===== src/rtl/spd_reg_pkg.sv =====
package spd_reg_pkg;

    typedef enum logic [1:0] {
        CMP_LEVEL  = 2'b00,
        CMP_AHEAD  = 2'b01,
        CMP_BEHIND = 2'b10
    } cmp_state_t;

endpackage


===== src/rtl/spd_edge_sync.sv =====
module spd_edge_sync #(
    parameter int SYNC_STAGES = 2,
    parameter bit BOTH_EDGES  = 1'b0
) (
    input  logic clk,
    input  logic rst_n,
    input  logic din,
    output logic event_o
);

    logic [SYNC_STAGES-1:0] sync_q;
    logic                   last_q;

    always_ff @(posedge clk or negedge rst_n) begin
        if (!rst_n) begin
            sync_q <= '0;
            last_q <= 1'b0;
        end else begin
            sync_q <= {sync_q[SYNC_STAGES-2:0], din};
            last_q <= sync_q[SYNC_STAGES-1];
        end
    end

    generate
        if (BOTH_EDGES) begin : g_any_edge
            assign event_o = sync_q[SYNC_STAGES-1] ^ last_q;
        end else begin : g_rise_edge
            assign event_o = sync_q[SYNC_STAGES-1] & ~last_q;
        end
    endgenerate

endmodule


===== src/rtl/spd_freq_cmp.sv =====
module spd_freq_cmp
    import spd_reg_pkg::*;
(
    input  logic clk,
    input  logic rst_n,
    input  logic ref_evt,
    input  logic fb_evt,
    output logic faster,
    output logic slower
);

    cmp_state_t state_q, state_d;

    // state register
    always_ff @(posedge clk or negedge rst_n) begin
        if (!rst_n) state_q <= CMP_LEVEL;
        else        state_q <= state_d;
    end

    // transitions
    always_comb begin
        state_d = state_q;
        unique case (state_q)
            CMP_LEVEL: begin
                if (ref_evt && !fb_evt)      state_d = CMP_AHEAD;   // T_LEAD
                else if (fb_evt && !ref_evt) state_d = CMP_BEHIND;  // T_LAG
            end
            CMP_AHEAD: begin
                if (fb_evt && !ref_evt)      state_d = CMP_LEVEL;   // T_CATCH
            end
            CMP_BEHIND: begin
                if (ref_evt && !fb_evt)      state_d = CMP_LEVEL;   // T_RECOVER
            end
            default:                         state_d = CMP_LEVEL;
        endcase
    end

    // outputs
    always_comb begin
        faster = 1'b0;
        slower = 1'b0;
        unique case (state_q)
            CMP_LEVEL:  ;
            CMP_AHEAD:  faster = 1'b1;
            CMP_BEHIND: slower = 1'b1;
            default:    ;
        endcase
    end

endmodule


===== src/rtl/spd_pwm_carrier.sv =====
module spd_pwm_carrier #(
    parameter int DUTY_BITS = 8,
    parameter int PRESCALE  = 2
) (
    input  logic               clk,
    input  logic               rst_n,
    input  logic [DUTY_BITS:0] duty,
    output logic               period_end,
    output logic               pwm_out
);

    localparam int PRE_W = (PRESCALE > 1) ? $clog2(PRESCALE) : 1;
    localparam logic [PRE_W-1:0] PRE_LAST = PRE_W'(PRESCALE - 1);

    logic [PRE_W-1:0]     pre_q;
    logic [DUTY_BITS-1:0] slot_q;
    logic                 slot_tick;

    assign slot_tick  = (pre_q == PRE_LAST);
    assign period_end = slot_tick && (slot_q == '1);

    always_ff @(posedge clk or negedge rst_n) begin
        if (!rst_n) begin
            pre_q  <= '0;
            slot_q <= '0;
        end else begin
            pre_q <= slot_tick ? '0 : pre_q + 1'b1;
            if (slot_tick) slot_q <= slot_q + 1'b1;
        end
    end

    assign pwm_out = ({1'b0, slot_q} < duty);

endmodule


===== src/rtl/spd_duty_stepper.sv =====
module spd_duty_stepper #(
    parameter int DUTY_BITS      = 8,
    parameter int UPDATE_PERIODS = 4
) (
    input  logic               clk,
    input  logic               rst_n,
    input  logic               period_end,
    input  logic               faster,
    input  logic               slower,
    output logic               interval_done,
    output logic [DUTY_BITS:0] duty
);

    localparam int IC_W = (UPDATE_PERIODS > 1) ? $clog2(UPDATE_PERIODS) : 1;
    localparam logic [IC_W-1:0]    IC_LAST = IC_W'(UPDATE_PERIODS - 1);
    localparam logic [DUTY_BITS:0] FULL    = {1'b1, {DUTY_BITS{1'b0}}};
    localparam logic [DUTY_BITS:0] FLOOR   = {{DUTY_BITS{1'b0}}, 1'b1};

    logic [IC_W-1:0] ic_q;

    assign interval_done = period_end && (ic_q == IC_LAST);

    always_ff @(posedge clk or negedge rst_n) begin
        if (!rst_n) begin
            ic_q <= '0;
            duty <= '0;
        end else begin
            if (period_end) ic_q <= (ic_q == IC_LAST) ? '0 : ic_q + 1'b1;
            if (interval_done) begin
                if (faster && duty != FULL)      duty <= duty + 1'b1;
                else if (slower && duty > FLOOR) duty <= duty - 1'b1;
            end
        end
    end

endmodule


===== src/rtl/pwm_speed_regulator.sv =====
module pwm_speed_regulator #(
    parameter int DUTY_BITS      = 8,
    parameter int PRESCALE       = 2,
    parameter int UPDATE_PERIODS = 4,
    parameter int SYNC_STAGES    = 2
) (
    input  logic               clk,
    input  logic               rst_n,
    input  logic               ref_in,
    input  logic               hall_parity,
    output logic               pwm_out,
    output logic [DUTY_BITS:0] duty,
    output logic               faster,
    output logic               slower
);

    logic ref_evt, fb_evt, period_end, interval_done;

    spd_edge_sync #(.SYNC_STAGES(SYNC_STAGES), .BOTH_EDGES(1'b0)) u_ref_sync (
        .clk(clk), .rst_n(rst_n), .din(ref_in), .event_o(ref_evt)
    );

    spd_edge_sync #(.SYNC_STAGES(SYNC_STAGES), .BOTH_EDGES(1'b1)) u_fb_sync (
        .clk(clk), .rst_n(rst_n), .din(hall_parity), .event_o(fb_evt)
    );

    spd_freq_cmp u_cmp (
        .clk(clk), .rst_n(rst_n), .ref_evt(ref_evt), .fb_evt(fb_evt),
        .faster(faster), .slower(slower)
    );

    spd_duty_stepper #(.DUTY_BITS(DUTY_BITS), .UPDATE_PERIODS(UPDATE_PERIODS)) u_step (
        .clk(clk), .rst_n(rst_n), .period_end(period_end),
        .faster(faster), .slower(slower),
        .interval_done(interval_done), .duty(duty)
    );

    spd_pwm_carrier #(.DUTY_BITS(DUTY_BITS), .PRESCALE(PRESCALE)) u_pwm (
        .clk(clk), .rst_n(rst_n), .duty(duty),
        .period_end(period_end), .pwm_out(pwm_out)
    );

endmodule


===== config.mk =====
export PLATFORM = sky130hd
export DESIGN_NAME = pwm_speed_regulator
export DESIGN_NICKNAME = d
export VERILOG_FILES = /design/src/rtl/spd_reg_pkg.sv /design/src/rtl/spd_edge_sync.sv /design/src/rtl/spd_freq_cmp.sv /design/src/rtl/spd_pwm_carrier.sv /design/src/rtl/spd_duty_stepper.sv /design/src/rtl/pwm_speed_regulator.sv
export SDC_FILE = /design/constraint.sdc
export NUM_CORES = 1
export LEC_CHECK = 0
export ABC_AREA = 0
export BUFFER_PORTS_ARGS = -buffer_cell sky130_fd_sc_hd__buf_2
export CORE_UTILIZATION = 52
export CTS_CLUSTER_DIAMETER = 100
export DETAILED_ROUTE_END_ITERATION = 8
export GPL_ROUTABILITY_DRIVEN = 0
export PLACE_DENSITY = 0.75
export SLEW_MARGIN = 0
export SYNTH_ARGS = -nofsm -noshare
export SYNTH_HDL_FRONTEND = slang
export SYNTH_SLANG_ARGS = --single-unit

===== constraint.sdc =====
create_clock -name clk -period 1.95 [get_ports clk]
set_clock_uncertainty 0.2 [all_clocks]
set_input_delay 0.0975 -clock clk [delete_from_list [all_inputs] [get_ports clk]]
set_output_delay 0.0975 -clock clk [all_outputs]
set_load 0.01 [all_outputs]

==> out/metrics.cfg, run 1 <==
[floorplanning]
floorplan.die.width_um=56.5
boundaryPins=16
floorplan.core_area_um2=2780
die_area_um2=3200
floorplan.rows=19
start_util_pct=55.6
die_height_um=56.5

[synth]
synth_area_um2=1550
postSynthAreaPerCell_um2=10.3
synth_cell_types=37
postSynthRegisterBits=28
synthesis.nets=167
yosys_warnings=0
synth_seq_area_share_pct=45.3
netlist_instances=150

[global_routing]
grt_max_degree=29
grt_first_pass_wirelength_um=6190
overflow=0
grt_most_used_layer=met2
met3_resource_use_gr_pct=2.53
grt_use_met2_pct=41.5
initial_antenna_violation_count=0
global_route.usage.total_pct=25.0
use_met1_pct=32.0
number_of_global_route_vias_before_repair=1375

[clock_network]
clock_latency_ps=330
ctsLongestPathBuffers=2
cts-root-buf=sky130_fd_sc_hd__clkbuf_4
worst_setup_hold_path_clk_slew_ps=160
cts_buffers=3
clock-sinks=28
tritoncts_clock_tree=done
cts-htree-levels=1

[layout]
nFillCells=158
layout_commonest_cell=sky130_fd_sc_hd__buf_4
drive_gt1_share_pct=49.0
antenna-diode-count=0
finalNetCount=224
area_delta_synth_final_pct=43.9
most_used_cells_in_the_layout_excluding_fill_and_tap_cells=26 x sky130_fd_sc_hd__buf_4, 23 x sky130_fd_sc_hd__dfrtp_1, 15 x sky130_fd_sc_hd__buf_2

[timing]
final-setup-viol-count=10
worst-slew-pin-transition_ps=694
max_freq_mhz=447
postLayoutSetupSlackWorst_ps=-286
finalWorstPathRequiredPeriod_ps=2240
rsz_0062_raised_after_global_routing=true
report.final.slew_viol_count=0
post-route-period-util_pct=115
hold_viol=0
fin_hold_ws_ps=98.0
maxSlewHeadroom_pct=53.3

[worst_setup_path]
cp.arrival_ps=1940
startpoint_type=flip-flop
slowest_delay_ps=420
path_delay_family=compound AO/OA/AOI/OAI gates
crit_chain=buf_6 > inv_4 > ha_4 > a21boi_2 > o2111ai_2 > a221o_1 > buf_2
critical_path_class=flip-flop to primary output
critPathSlowestCell=sky130_fd_sc_hd__dfrtp_2
cp.required_ps=1650
worst_case_register_to_register_setup_slack_ps=-290
cp-end-kind=primary output
path_max_fanout=2
worst-path-buf-inv=3

[power]
cellLeakagePower_nw=1.03
power_w=0.000956
vdd_ir_drop_max_mv=0.432
power_density_nw_per_um2=429

[hold_path]
min_path_type=primary input to async pin

[placed_design]
io_buffers=15
dp.final_hpwl_um=2460

[routing]
viasPerCell=6.11
wl_per_cell_um=20.4
drc=0
detailedRoute.firstPassIterationCount=4
finalWirelength_um=4830
drt_iter0_markers=147
detailroute.via_count=1448
ant_nets=0

[status]
violations=setup timing
run_status=complete, but fails checks

[flow_run]
max_cap_violations=0

## layout make-up
| class | count | area, um^2 | area share (%) |
|---|---|---|---|
| clock buffers | 4 | 36.3 | 1.63 |
| inverters | 16 | 67.6 | 3.04 |
| multi-input cells | 104 | 963 | 43.3 |
| flip-flops and latches | 28 | 707 | 31.8 |
| well taps | 31 | 38.8 | 1.74 |
| repair buffers | 54 | 413 | 18.5 |
## where the power goes
part,switching [W],total (W),internal (W),leakage [nW]
Combinational,0.0000384,0.0000643,0.0000258,0.657
Clock,0.000177,0.000291,0.000114,0.0210
Sequential,0.00000850,0.000601,0.000592,0.351
## stage by stage
stage	TNS, ps	setup WS, ps	cell area [um^2]	std cells	utilization [%]
floorplan	-91.1	-58.7	1550	150	-
global placement	0	30.0	1810	215	65.2
detailed placement	-515	-90.6	1810	215	65.2
CTS	-1080	-251	2060	231	74.0
global route	-2810	-335	2230	237	80.0
finish	-2360	-286	2230	237	80.0
## logic make-up (layout without fill, tap and decap cells)
kind of cell	after synthesis	count (layout)	synth area share, %
AO/OA/AOI/OAI	24	24	11.7
buffers and inverters	18	74	4.45
adder cells (fa/ha/maj)	13	13	10.5
multiplexers	4	4	2.83
AND/OR/NAND/NOR	47	47	16.2
flip-flops	28	28	45.3
XOR/XNOR	16	16	9.06
## final timing paths
check / start / end / cells past startpoint
worst max-delay path: u_step.duty[2]$_DFFE_PN0P_ / pwm_out / 7
worst min-delay path: rst_n / u_step.duty[6]$_DFFE_PN0P_ / 2
max in group asynchronous: rst_n / u_step.duty[1]$_DFFE_PN0P_ / 2
worst max register to register: u_step.duty[2]$_DFFE_PN0P_ / u_step.duty[3]$_DFFE_PN0P_ / 6
min in group clk: u_ref_sync.sync_q[0]$_DFF_PN0_ / u_ref_sync.sync_q[1]$_DFF_PN0_ / 0
worst min register to register: u_ref_sync.sync_q[0]$_DFF_PN0_ / u_ref_sync.sync_q[1]$_DFF_PN0_ / 0
## routing by layer
metal  vias up  part of all wire, %
met5         -                    0
met4         0                  6.6
met3        34                  6.5
met2        80                   49
met1       702                   38
li1        632                    -
## worst register-to-register path, delay by kind of cell (launching register included)
family | cells | cell delay, ps
AND/OR/NAND/NOR | 2 | 880
XOR/XNOR | 1 | 130
buffers and inverters | 1 | 140
flip-flops | 1 | 460
AO/OA/AOI/OAI | 2 | 370
## state kept, by name, summed over array words and instances, names as in the netlist
name               count
u_step.duty            9
u_ref_sync.last_q      1
u_pwm.slot_q           8
u_ref_sync.sync_q      2
u_cmp.state_q          2
u_fb_sync.last_q       1
u_step.ic_q            2
u_pwm.pre_q            1
u_fb_sync.sync_q       2
## what timing repair did
item | in CTS | in global routing
pin swaps | 13 | 14
hold endpoints to repair | 30 | 0
setup endpoints to repair | 9 | 12
hold buffers | 3 | 0
cloned | 0 | 0
gates resized for setup | 27 | 27
setup buffers | 9 | 7
## synthesized netlist by cell type
library cell,instances,share of area [%]
sky130_fd_sc_hd__nand3_1,6,1.9
sky130_fd_sc_hd__a31oi_4,1,1.4
sky130_fd_sc_hd__o2111a_1,1,0.73
sky130_fd_sc_hd__or3_1,1,0.40
sky130_fd_sc_hd__clkbuf_1,1,0.24
sky130_fd_sc_hd__a221o_1,1,0.65
sky130_fd_sc_hd__nand2_1,9,2.2
sky130_fd_sc_hd__nand2b_1,3,1.2
sky130_fd_sc_hd__or4_1,1,0.49
sky130_fd_sc_hd__and3_2,1,0.49
sky130_fd_sc_hd__o2111ai_1,1,0.57
sky130_fd_sc_hd__and4_1,1,0.57
sky130_fd_sc_hd__a41oi_1,1,0.57
sky130_fd_sc_hd__inv_1,16,3.9
sky130_fd_sc_hd__nor4_4,1,1.4
sky130_fd_sc_hd__nor4_1,3,1.2
sky130_fd_sc_hd__a31oi_1,1,0.40
sky130_fd_sc_hd__o21ai_0,6,1.9
sky130_fd_sc_hd__o21ai_2,1,0.57
sky130_fd_sc_hd__a32oi_1,1,0.57
sky130_fd_sc_hd__a21boi_0,1,0.49
sky130_fd_sc_hd__xnor2_1,12,6.8
sky130_fd_sc_hd__a21o_1,1,0.49
sky130_fd_sc_hd__mux2i_1,1,0.65
sky130_fd_sc_hd__nor2_1,12,2.9
sky130_fd_sc_hd__a21oi_1,4,1.3
sky130_fd_sc_hd__a22oi_1,1,0.49
sky130_fd_sc_hd__dfrtp_1,28,45
sky130_fd_sc_hd__nor3_1,3,0.97
sky130_fd_sc_hd__nand4_1,5,2.0
sky130_fd_sc_hd__ha_1,13,11
sky130_fd_sc_hd__and2_1,1,0.40
sky130_fd_sc_hd__o21bai_1,2,0.97
sky130_fd_sc_hd__mux2_2,3,2.2
sky130_fd_sc_hd__xor2_1,4,2.3
sky130_fd_sc_hd__buf_2,1,0.32
sky130_fd_sc_hd__a21oi_2,1,0.57
Power figures use the tool's default switching activity.
==> run 2: changes to the inputs <==
--- a/config.mk
+++ b/config.mk
@@ -7,6 +7,8 @@
 export LEC_CHECK = 0
 export ABC_AREA = 0
 export BUFFER_PORTS_ARGS = -buffer_cell sky130_fd_sc_hd__buf_2
+export CORE_ASPECT_RATIO = 1.5
+export CORE_MARGIN = 2
 export CORE_UTILIZATION = 52
 export CTS_CLUSTER_DIAMETER = 100
 export DETAILED_ROUTE_END_ITERATION = 8
==> out/metrics.cfg, run 2 (same netlist as run 1, synthesis figures left out) <==
[status]
run_status=complete, but fails checks
violations=setup timing

[timing]
hold_viol=0  ; unchanged
fin_hold_ws_ps=159  ; +60.7 ps
report.final.slew_viol_count=0  ; unchanged
postLayoutSetupSlackWorst_ps=-188  ; +98.6 ps
maxSlewHeadroom_pct=57.5  ; +4.2 points
finalWorstPathRequiredPeriod_ps=2140  ; -98.6 ps
worst-slew-pin-transition_ps=638  ; -56.0 ps
max_freq_mhz=468  ; +4.6%
rsz_0062_raised_after_global_routing=true
final-setup-viol-count=8  ; -2
post-route-period-util_pct=110  ; -5.1 points

[power]
power_w=0.00103  ; +7.7%
cellLeakagePower_nw=0.999  ; -2.9%
power_density_nw_per_um2=483  ; +13%
vdd_ir_drop_max_mv=0.500  ; +16%

[floorplanning]
floorplan.rows=24  ; +5
floorplan.core_area_um2=2880  ; +3.6%
die_height_um=70.8  ; +25%
start_util_pct=53.6  ; -2.0 points
die_area_um2=3440  ; +7.5%
floorplan.die.width_um=48.5  ; -14%
boundaryPins=16  ; unchanged

[placed_design]
place_worst_setup_slack_ps=-101  ; -10.4 ps
place_area_um2=1820  ; +0.14%
io_buffers=15  ; unchanged
dp.final_hpwl_um=2610  ; +6.0%

[worst_setup_path]
critical_path_class=flip-flop to flip-flop
slowest_delay_ps=450  ; +30 ps
worst_case_register_to_register_setup_slack_ps=-190  ; +100 ps
regToRegStartpoint=u_step.duty[2]$_DFFE_PN0P_
path_delay_family=simple AND/OR/NAND/NOR gates
path_max_fanout=5  ; +3
critPathSlowestCell=sky130_fd_sc_hd__or4_4
crit_chain=nor4_4 > a31oi_4 > or4_4 > a21oi_2 > xnor2_1
critical_path.reg2reg.endpoint=u_step.duty[3]$_DFFE_PN0P_
cp.required_ps=1950  ; +300 ps
startpoint_type=flip-flop
cp.arrival_ps=2140  ; +200 ps
cp-end-kind=flip-flop
worstRegToRegCells=5  ; -1
worst-path-buf-inv=0  ; -3

[global_routing]
initial_antenna_violation_count=0  ; unchanged
grt_use_met2_pct=42.1  ; +0.62 points
overflow=0  ; unchanged
use_met1_pct=25.0  ; -7.1 points
grt_first_pass_wirelength_um=6140  ; -0.78%
grt_max_degree=29  ; unchanged
met3_resource_use_gr_pct=2.32  ; -0.21 points
global_route.usage.total_pct=23.5  ; -1.5 points
number_of_global_route_vias_before_repair=1373  ; -0.15%
grt_most_used_layer=met2

[routing]
wl_per_cell_um=17.4  ; -15%
viasPerCell=5.80  ; -5.0%
detailedRoute.firstPassIterationCount=4  ; unchanged
finalWirelength_um=4140  ; -14%
drt_iter0_markers=63  ; -57%
drc=0  ; unchanged
detailroute.via_count=1381  ; -4.6%
ant_nets=0  ; unchanged

[clock_network]
clock-sinks=28  ; unchanged
worst_setup_hold_path_clk_slew_ps=100  ; -60 ps
cts-root-buf=sky130_fd_sc_hd__clkbuf_8
cts_buffers=3  ; unchanged
tritoncts_clock_tree=done
ctsLongestPathBuffers=2  ; unchanged
cts-htree-levels=1  ; unchanged
clock_latency_ps=280  ; -50 ps

[layout]
largest_registers=u_step.duty (9), u_pwm.slot_q (8)
drive_gt1_share_pct=41.7  ; -7.3 points
finalNetCount=217  ; -3.1%
most_used_cells_in_the_layout_excluding_fill_and_tap_cells=24 x sky130_fd_sc_hd__buf_4, 24 x sky130_fd_sc_hd__dfrtp_1, 15 x sky130_fd_sc_hd__buf_2
largest_reg_flops=9  ; unchanged
finalInstanceArea_um2=2130  ; -4.3%
layout.core_utilization_pct=73.9  ; -6.2 points
regMostFlops=u_step.duty
area_delta_synth_final_pct=37.7
antenna-diode-count=0  ; unchanged

[hold_path]
min_path_type=primary input to async pin

[flow_run]
max_cap_violations=0  ; unchanged

## run 2: cell types whose count changed in the layout (fill, tap and decap cells not counted), moves of 2 or more
cell	delta
sky130_fd_sc_hd__o21ai_2	+2
sky130_fd_sc_hd__buf_6	-5
sky130_fd_sc_hd__inv_1	+2
sky130_fd_sc_hd__clkbuf_4	-3
sky130_fd_sc_hd__o21ai_4	-2
sky130_fd_sc_hd__clkbuf_8	+3
sky130_fd_sc_hd__ha_4	-3
sky130_fd_sc_hd__ha_1	+4
sky130_fd_sc_hd__nor2_2	-2
sky130_fd_sc_hd__inv_4	-3
sky130_fd_sc_hd__buf_4	-2
sky130_fd_sc_hd__nor2_4	+2
## run 2: how the worst max path moves through the flow
stage,start,end,cells after the start
detailed placement,u_step.duty[5]$_DFFE_PN0P_,u_step.duty[3]$_DFFE_PN0P_,5
global route,u_step.duty[3]$_DFFE_PN0P_,pwm_out,5
global placement,u_pwm.slot_q[1]$_DFFE_PN0P_,u_step.duty[6]$_DFFE_PN0P_,6
CTS,u_step.duty[4]$_DFFE_PN0P_,pwm_out,7
finish,u_step.duty[2]$_DFFE_PN0P_,u_step.duty[3]$_DFFE_PN0P_,5
floorplan,u_step.duty[2]$_DFFE_PN0P_,u_step.duty[3]$_DFFE_PN0P_,5
## run 2: area by class of cell
| class | instances | area [um^2] |
|---|---|---|
| multi-input cells | 104 | 918 |
| fillers | 201 | 753 |
| flip-flops and latches | 28 | 706 |
| repair buffers | 47 | 342 |
| inverters | 16 | 60.1 |
| clock buffers | 4 | 55.1 |
| well taps | 39 | 48.8 |
## run 2: layer usage
| layer | share of wire [%] | wire (um) | vias to the layer above |
|---|---|---|---|
| met1 | 36 | 1480 | 659 |
| met2 | 52 | 2170 | 70 |
| met4 | 7.5 | 312 | 0 |
| li1 | - | - | 622 |
| met5 | 0 | 0 | - |
| met3 | 4.3 | 177 | 30 |
## run 2: where the power goes
part | internal [W] | total (W) | leakage (nW) | switching (W)
clock | 0.000181 | 0.000366 | 0.0288 | 0.000185
sequential | 0.000592 | 0.000599 | 0.353 | 0.00000780
combinational | 0.0000251 | 0.0000643 | 0.617 | 0.0000391
total | 0.000798 | 0.00103 | 0.999 | 0.000232
## run 2: per-stage QoR
| step | std cells | TNS (ps) |
|---|---|---|
| final | 238 | -891 |
| after global routing | 238 | -1400 |
| after CTS | 234 | -199 |
| after detailed placement | 222 | -329 |
| after global placement | 222 | -82.9 |
| after floorplan | 150 | -91.1 |
## run 2: timing repair
| action | CTS | global route |
|---|---|---|
| buffers inserted | 5 | 5 |
| hold buffers | 3 | 0 |
| setup endpoints to repair | 9 | 10 |
| pin swaps | 3 | 11 |
| gates resized for setup | 12 | 28 |
| hold endpoints to repair | 30 | 0 |
## run 2: worst register-to-register path, cell delays in order (launching register included)
cell	delay, ps
sky130_fd_sc_hd__dfrtp_2	440
sky130_fd_sc_hd__nor4_4	400
sky130_fd_sc_hd__a31oi_4	170
sky130_fd_sc_hd__or4_4	450
sky130_fd_sc_hd__a21oi_2	220
sky130_fd_sc_hd__xnor2_1	170
